## config.mk

```make
export PLATFORM = sky130hd
export DESIGN_NAME = fb_swallow_div
export DESIGN_NICKNAME = d
export VERILOG_FILES = /design/src/rtl/fbdiv_pkg.sv /design/src/rtl/fbdiv_quarter.sv /design/src/rtl/fbdiv_dualmod.sv /design/src/rtl/fbdiv_swallow.sv /design/src/rtl/fb_swallow_div.sv
export SDC_FILE = /design/constraint.sdc
export NUM_CORES = 1
export LEC_CHECK = 0
export ABC_CLOCK_PERIOD_IN_PS = 4500
export BUFFER_PORTS_ARGS = -buffer_cell sky130_fd_sc_hd__buf_2
export CAP_MARGIN = 5
export CORE_ASPECT_RATIO = 0.6
export CORE_MARGIN = 2
export CORE_UTILIZATION = 45
export CTS_BUF_LIST = sky130_fd_sc_hd__clkbuf_16
export CTS_CLUSTER_DIAMETER = 30
export CTS_CLUSTER_SIZE = 14
export DETAILED_ROUTE_END_ITERATION = 16
export GPL_TIMING_DRIVEN = 0
export PLACE_DENSITY = 0.6
export SYNTH_ARGS = -nofsm -noshare
export SYNTH_HDL_FRONTEND = slang
export SYNTH_SLANG_ARGS = --single-unit
```

## constraint.sdc

```tcl
create_clock -name clk_i -period 4.5 [get_ports clk_i]
set_input_delay 0.45 -clock clk_i [delete_from_list [all_inputs] [get_ports clk_i]]
set_output_delay 0.45 -clock clk_i [all_outputs]
set_load 0.005 [all_outputs]
```

## src/rtl/fbdiv_pkg.sv

```systemverilog
package fbdiv_pkg;
  localparam int unsigned A_W_DEF      = 6;
  localparam int unsigned B_W_DEF      = 13;
  localparam int unsigned PSEL_W_DEF   = 2;
  localparam int unsigned PLOG_MIN_DEF = 3;   // smallest P = 2**3
  localparam int unsigned QDIV_W_DEF   = 2;   // fixed /4 stage

  typedef enum logic [1:0] {
    PS_8  = 2'd0,
    PS_16 = 2'd1,
    PS_32 = 2'd2,
    PS_64 = 2'd3
  } psel_e;
endpackage

```

## src/rtl/fbdiv_quarter.sv

```systemverilog
module fbdiv_quarter #(
  parameter int unsigned QW = fbdiv_pkg::QDIV_W_DEF
) (
  input  logic clk_i,
  input  logic rst_ni,
  input  logic run_i,
  output logic tick_o
);
  logic [QW-1:0] cnt_q;

  assign tick_o = run_i && (cnt_q == {QW{1'b1}});

  always_ff @(posedge clk_i or negedge rst_ni) begin
    if (!rst_ni)     cnt_q <= '0;
    else if (!run_i) cnt_q <= '0;
    else             cnt_q <= cnt_q + QW'(1);
  end
endmodule

```

## src/rtl/fbdiv_dualmod.sv

```systemverilog
module fbdiv_dualmod #(
  parameter int unsigned PLOG_MIN = fbdiv_pkg::PLOG_MIN_DEF,
  parameter int unsigned PSEL_W   = fbdiv_pkg::PSEL_W_DEF
) (
  input  logic              clk_i,
  input  logic              rst_ni,
  input  logic              run_i,
  input  logic              tick_i,
  input  logic [PSEL_W-1:0] psel_i,
  input  logic              hi_i,     // divide by P+1 this period
  output logic              ptick_o
);
  localparam int unsigned NSEL = 1 << PSEL_W;
  localparam int unsigned CW   = PLOG_MIN + NSEL;

  logic [CW-1:0] base_term [NSEL];
  logic [CW-1:0] term;
  logic [CW-1:0] cnt_q;

  for (genvar g = 0; g < NSEL; g++) begin : g_term
    assign base_term[g] = CW'((1 << (PLOG_MIN + g)) - 1);
  end

  assign term    = base_term[psel_i] + CW'(hi_i);
  assign ptick_o = tick_i && (cnt_q == term);

  always_ff @(posedge clk_i or negedge rst_ni) begin
    if (!rst_ni)      cnt_q <= '0;
    else if (!run_i)  cnt_q <= '0;
    else if (tick_i)  cnt_q <= ptick_o ? '0 : cnt_q + CW'(1);
  end
endmodule

```

## src/rtl/fbdiv_swallow.sv

```systemverilog
module fbdiv_swallow #(
  parameter int unsigned A_W      = fbdiv_pkg::A_W_DEF,
  parameter int unsigned B_W      = fbdiv_pkg::B_W_DEF,
  parameter int unsigned PSEL_W   = fbdiv_pkg::PSEL_W_DEF,
  parameter int unsigned RST_A    = 0,
  parameter int unsigned RST_B    = 2,
  parameter int unsigned RST_PSEL = 0
) (
  input  logic              clk_i,
  input  logic              rst_ni,
  input  logic              run_i,
  input  logic              ptick_i,
  input  logic [PSEL_W-1:0] psel_i,
  input  logic [A_W-1:0]    a_i,
  input  logic [B_W-1:0]    b_i,
  output logic              hi_o,
  output logic              reload_o,
  output logic [PSEL_W-1:0] psel_sh_o,
  output logic [A_W-1:0]    a_sh_o,
  output logic [B_W-1:0]    b_sh_o,
  output logic              cfg_err_o
);
  logic [A_W-1:0]    a_sh_q, acnt_q, nxt_a;
  logic [B_W-1:0]    b_sh_q, bcnt_q, nxt_b;
  logic [PSEL_W-1:0] p_sh_q, nxt_p;
  logic              legal, load, err_q;

  assign legal = (b_i >= B_W'(2)) && (b_i >= B_W'(a_i));
  assign nxt_a = legal ? a_i    : a_sh_q;
  assign nxt_b = legal ? b_i    : b_sh_q;
  assign nxt_p = legal ? psel_i : p_sh_q;

  assign reload_o = ptick_i && (bcnt_q == '0);
  assign load     = !run_i || reload_o;
  assign hi_o     = (acnt_q != '0);

  always_ff @(posedge clk_i or negedge rst_ni) begin
    if (!rst_ni) begin
      a_sh_q <= A_W'(RST_A);
      b_sh_q <= B_W'(RST_B);
      p_sh_q <= PSEL_W'(RST_PSEL);
      acnt_q <= A_W'(RST_A);
      bcnt_q <= B_W'(RST_B - 1);
    end else if (load) begin
      a_sh_q <= nxt_a;
      b_sh_q <= nxt_b;
      p_sh_q <= nxt_p;
      acnt_q <= nxt_a;
      bcnt_q <= nxt_b - B_W'(1);
    end else if (ptick_i) begin
      bcnt_q <= bcnt_q - B_W'(1);
      if (acnt_q != '0) acnt_q <= acnt_q - A_W'(1);
    end
  end

  always_ff @(posedge clk_i or negedge rst_ni) begin
    if (!rst_ni) err_q <= 1'b0;
    else         err_q <= !legal;
  end

  assign psel_sh_o = p_sh_q;
  assign a_sh_o    = a_sh_q;
  assign b_sh_o    = b_sh_q;
  assign cfg_err_o = err_q;
endmodule

```

## src/rtl/fb_swallow_div.sv

```systemverilog
module fb_swallow_div #(
  parameter int unsigned A_W      = fbdiv_pkg::A_W_DEF,
  parameter int unsigned B_W      = fbdiv_pkg::B_W_DEF,
  parameter int unsigned PSEL_W   = fbdiv_pkg::PSEL_W_DEF,
  parameter int unsigned PLOG_MIN = fbdiv_pkg::PLOG_MIN_DEF,
  parameter int unsigned QW       = fbdiv_pkg::QDIV_W_DEF
) (
  input  logic              clk_i,
  input  logic              rst_ni,
  input  logic              hold_i,
  input  logic              pdn_i,
  input  logic [PSEL_W-1:0] psel_i,
  input  logic [A_W-1:0]    a_val_i,
  input  logic [B_W-1:0]    b_val_i,
  output logic              div_o,
  output logic              cfg_err_o
);
  logic              run_w, qtick_w, ptick_w, hi_w, reload_w;
  logic [PSEL_W-1:0] psel_sh_w;
  logic [A_W-1:0]    a_sh_w;
  logic [B_W-1:0]    b_sh_w;
  logic              div_q;

  assign run_w = !hold_i && !pdn_i;

  fbdiv_quarter #(.QW(QW)) u_quarter (
    .clk_i  (clk_i),
    .rst_ni (rst_ni),
    .run_i  (run_w),
    .tick_o (qtick_w)
  );

  fbdiv_dualmod #(.PLOG_MIN(PLOG_MIN), .PSEL_W(PSEL_W)) u_dualmod (
    .clk_i   (clk_i),
    .rst_ni  (rst_ni),
    .run_i   (run_w),
    .tick_i  (qtick_w),
    .psel_i  (psel_sh_w),
    .hi_i    (hi_w),
    .ptick_o (ptick_w)
  );

  fbdiv_swallow #(.A_W(A_W), .B_W(B_W), .PSEL_W(PSEL_W)) u_swallow (
    .clk_i     (clk_i),
    .rst_ni    (rst_ni),
    .run_i     (run_w),
    .ptick_i   (ptick_w),
    .psel_i    (psel_i),
    .a_i       (a_val_i),
    .b_i       (b_val_i),
    .hi_o      (hi_w),
    .reload_o  (reload_w),
    .psel_sh_o (psel_sh_w),
    .a_sh_o    (a_sh_w),
    .b_sh_o    (b_sh_w),
    .cfg_err_o (cfg_err_o)
  );

  always_ff @(posedge clk_i or negedge rst_ni) begin
    if (!rst_ni) div_q <= 1'b0;
    else         div_q <= reload_w;
  end

  assign div_o = div_q;
endmodule

```

==> flow_summary.json <==
{
  "port_buffers": 26,
  "placementRows": 24,
  "cp_max_fo": 10,
  "cts_tree": "built",
  "dr.first_iter.drc_count": 267,
  "synth_xor_area_frac": 0.0129,
  "setup_violations": 0,
  "async_reset_ff_frac": 1.00,
  "highest_layer": "met4",
  "crit_buf_inv": 4,
  "synth-edff-count": 0,
  "top_level_ports": 27,
  "cp_top_family": "compound AO/OA/AOI/OAI gates",
  "synth_top_family_by_area": "compound AO/OA/AOI/OAI gates",
  "vdd_drop_max_uv": 152,
  "r2r_start": "u_swallow.acnt_q[0]",
  "synth_compound_area_frac": 0.261,
  "rsz0062_at_grt": "no",
  "crit_path_end_kind": "register",
  "place_hpwl_mm": 6.70,
  "fin_nets": 443,
  "path_clk_slew_ns": 0.07,
  "regToRegEndpoint": "u_swallow.bcnt_q[10]",
  "synth_cell_type_count": 72,
  "antenna_found_initial": 0,
  "gp_congestion": 0.959,
  "grt_pass1_vias": 2948,
  "clock_path_buffers": 2,
  "htreeDepth": 2,
  "hold_buffers": 0,
  "maxCapViolCount": 0,
  "postRouteAntennaNets": 0,
  "reg2reg_depth": 17,
  "syn_to_final_growth_pct": 13.9,
  "hp-class": "input pin to async pin",
  "ff2ff_setup_slack_ns": 0.34,
  "muxShareOfSynthArea": 0.0715,
  "vias_per_cell": 5.85,
  "crit_required_ns": 4.68,
  "synth_simple_gate_area_frac": 0.197,
  "path_cells": "inv_1 -> ha_1 -> or3b_4 -> nor3_4 -> o311ai_1 -> a2111o_1 -> clkinv_4 -> nor2_4 -> buf_4 -> clkbuf_4 -> a21oi_1 -> ha_2 -> o21ai_2 -> nor4_4 -> nor3b_1 -> o21ai_0 -> a221o_1",
  "design.die.area_um2": 8280,
  "die_h_um": 71.3,
  "drt_wl_total_mm": 9.24,
  "met2_wirelength_mm": 3.62,
  "crit_type": "register to register",
  "synth_seq_cells": 51,
  "diodes": 0,
  "numCtsBuffers": 5,
  "fp.dieW_um": 116,
  "cts-root-buf": "clkbuf_16",
  "fin_crit_ns": 4.16,
  "grt_pass1_wl_mm": 15.7,
  "initial_core_util": 0.465,
  "skew_ns": 0.00757,
  "tightest_slew_ns": 0.949,
  "first_pass_iters": 5,
  "yosysSeqAreaShare": 0.377,
  "core_um2": 7300,
  "startpoint_type": "register",
  "cts_sinks": 51,
  "synth_flop_cell": "dfrtp_1",
  "hold_slack_ns": 0.101,
  "wl_per_cell_um": 18.0,
  "dp_cells": 502,
  "hold_viol": 0,
  "ys_warn_count": 0,
  "postSynthCellCount": 372,
  "track_usage": 0.248,
  "finalNonFillerCells": 513,
  "min_period_over_period": 0.924,
  "synthAdderAreaFrac": 0.0368,
  "drc_errors": 0,
  "p_leak_uw": 0.00160,
  "maxSlewViolCount": 0,
  "clock_latency_ns": 0.30,
  "outcome": "finished clean",
  "grt_max_degree": 52,
  "synth_fp_nets": 407,
  "fillerInstances": 688,
  "overflow": 0,
  "drive_gt1_frac": 0.200,
  "slew_headroom": 0.368,
  "syn-cell-area_um2": 3400,
  "arrival_ns": 4.34,
  "powerDensity_nw_per_um2": 300,
  "num_vias": 3003,
  "max_stage_delay_ns": 0.50,
  "wl_met3_um": 583,
  "critPathSlowestCell": "a2111o_1",
  "max_freq_mhz": 240,
  "synth_area_per_cell_um2": 9.13,
  "met1_length_mm": 4.95
}
## repair_timing
item,in CTS,in global routing
gates cloned,0,0
endpoints found under the setup margin,3,3
pin swaps,1,3
buffers inserted,1,1
resized for setup,2,7
## how the worst max path moves through the flow
stage / cells past startpoint / end / start / slack [ns]
2_1_floorplan: 17 / u_swallow.bcnt_q[10] / b_val_i[0] / 0.61
3_3_place_gp: 18 / u_swallow.bcnt_q[10] / u_swallow.acnt_q[0] / -0.31
3_5_place_dp: 18 / u_swallow.bcnt_q[10] / u_swallow.acnt_q[0] / -0.32
4_1_cts: 18 / u_swallow.bcnt_q[10] / u_swallow.acnt_q[0] / 0.05
5_1_grt: 18 / u_swallow.bcnt_q[10] / u_swallow.acnt_q[0] / 0.07
6_report: 17 / u_swallow.bcnt_q[10] / u_swallow.acnt_q[0] / 0.34
## synthesized netlist by cell type (all sizes together), types with 5 or more instances
master  instances  area (um^2)
nor3b           7         57.6
a22o            8         70.1
nor2           33          131
mux2           12          173
ha             10          125
o21ai          37          185
nand3          12         60.1
nor3           17         96.4
buf            15         96.3
o21a            5         37.5
a21oi          34          178
inv             9         33.8
or3             7         43.8
o211ai          7         66.3
mux2i           7         70.1
nand2          27          104
dfrtp          49         1230
## per-stage QoR
stage | utilization | cell area (um^2) | setup WS (ns) | setup TNS [ns] | power, uW
3_3_place_gp | 0.501 | 3660 | -0.314 | -0.488 | 761
2_1_floorplan | - | 3400 | 0.609 | 0 | 690
3_5_place_dp | 0.501 | 3660 | -0.322 | -0.519 | 765
6_report | 0.530 | 3870 | 0.341 | 0 | 1160
5_1_grt | 0.530 | 3870 | 0.0679 | 0 | 1220
4_1_cts | 0.523 | 3810 | 0.0479 | 0 | 1160
## flip-flops by register name (all words and copies together), names as in the netlist
name / cells
u_swallow.b_sh_o: 13
u_swallow.bcnt_q: 13
u_dualmod.cnt_q: 7
u_swallow.a_sh_o: 6
u_swallow.acnt_q: 6
u_quarter.cnt_q: 2
u_swallow.psel_sh_o: 2
div_o: 1
u_swallow.cfg_err_o: 1
## per-layer routing
metal / up-vias / track usage
li1: 1460 / -
met1: 1439 / 0.406
met2: 95 / 0.336
met3: 9 / 0.0457
met4: 0 / 0.0516
met5: - / 0
## cells in the final DEF (no fill, tap or decap), types with 8 or more instances in the layout
master and n:
dfrtp_1 49, o21ai_0 34, nor2_1 32, buf_2 32
a21oi_1 32, nand2_1 26, nor3_1 16, nand3_1 12
mux2_4 10, inv_1 9, ha_1 9, a22o_1 8
## worst register-to-register path: stages, from the launching register on
cell	delay (ns)
dfrtp_1	0.41
inv_1	0.07
ha_1	0.20
or3b_4	0.42
nor3_4	0.17
o311ai_1	0.16
a2111o_1	0.50
clkinv_4	0.12
nor2_4	0.05
buf_4	0.18
clkbuf_4	0.22
a21oi_1	0.18
ha_2	0.27
o21ai_2	0.14
nor4_4	0.35
nor3b_1	0.21
o21ai_0	0.09
a221o_1	0.31
## power by group
| part | total (uW) | internal (uW) | switching, uW | leakage [uW] |
|---|---|---|---|---|
| clock | 389 | 206 | 184 | 0.0000658 |
| combinational | 224 | 97.2 | 127 | 0.000912 |
| sequential | 546 | 500 | 46.3 | 0.000617 |
| total | 1160 | 803 | 357 | 0.00160 |
## final cells by class
cell class | count | area, um^2 | area share
inverters | 10 | 42.5 | 0.0110
clock inverters | 3 | 20.0 | 0.00517
flip-flops and latches | 51 | 1280 | 0.331
well taps | 104 | 130 | 0.0336
repair buffers | 29 | 165 | 0.0427
clock buffers | 5 | 125 | 0.0323
multi-input cells | 293 | 1990 | 0.516
plain buffers | 18 | 113 | 0.0291
## cell families (layout without fill, tap and decap cells)
group	Yosys count	in the layout
multiplexers	19	19
AO/OA/AOI/OAI	131	131
buffers and inverters	28	65
XOR/XNOR	5	5
AND/OR/NAND/NOR	128	128
flip-flops	51	51
adder cells (fa/ha/maj)	10	10
Note: power is estimated with default switching activity, not from simulation.
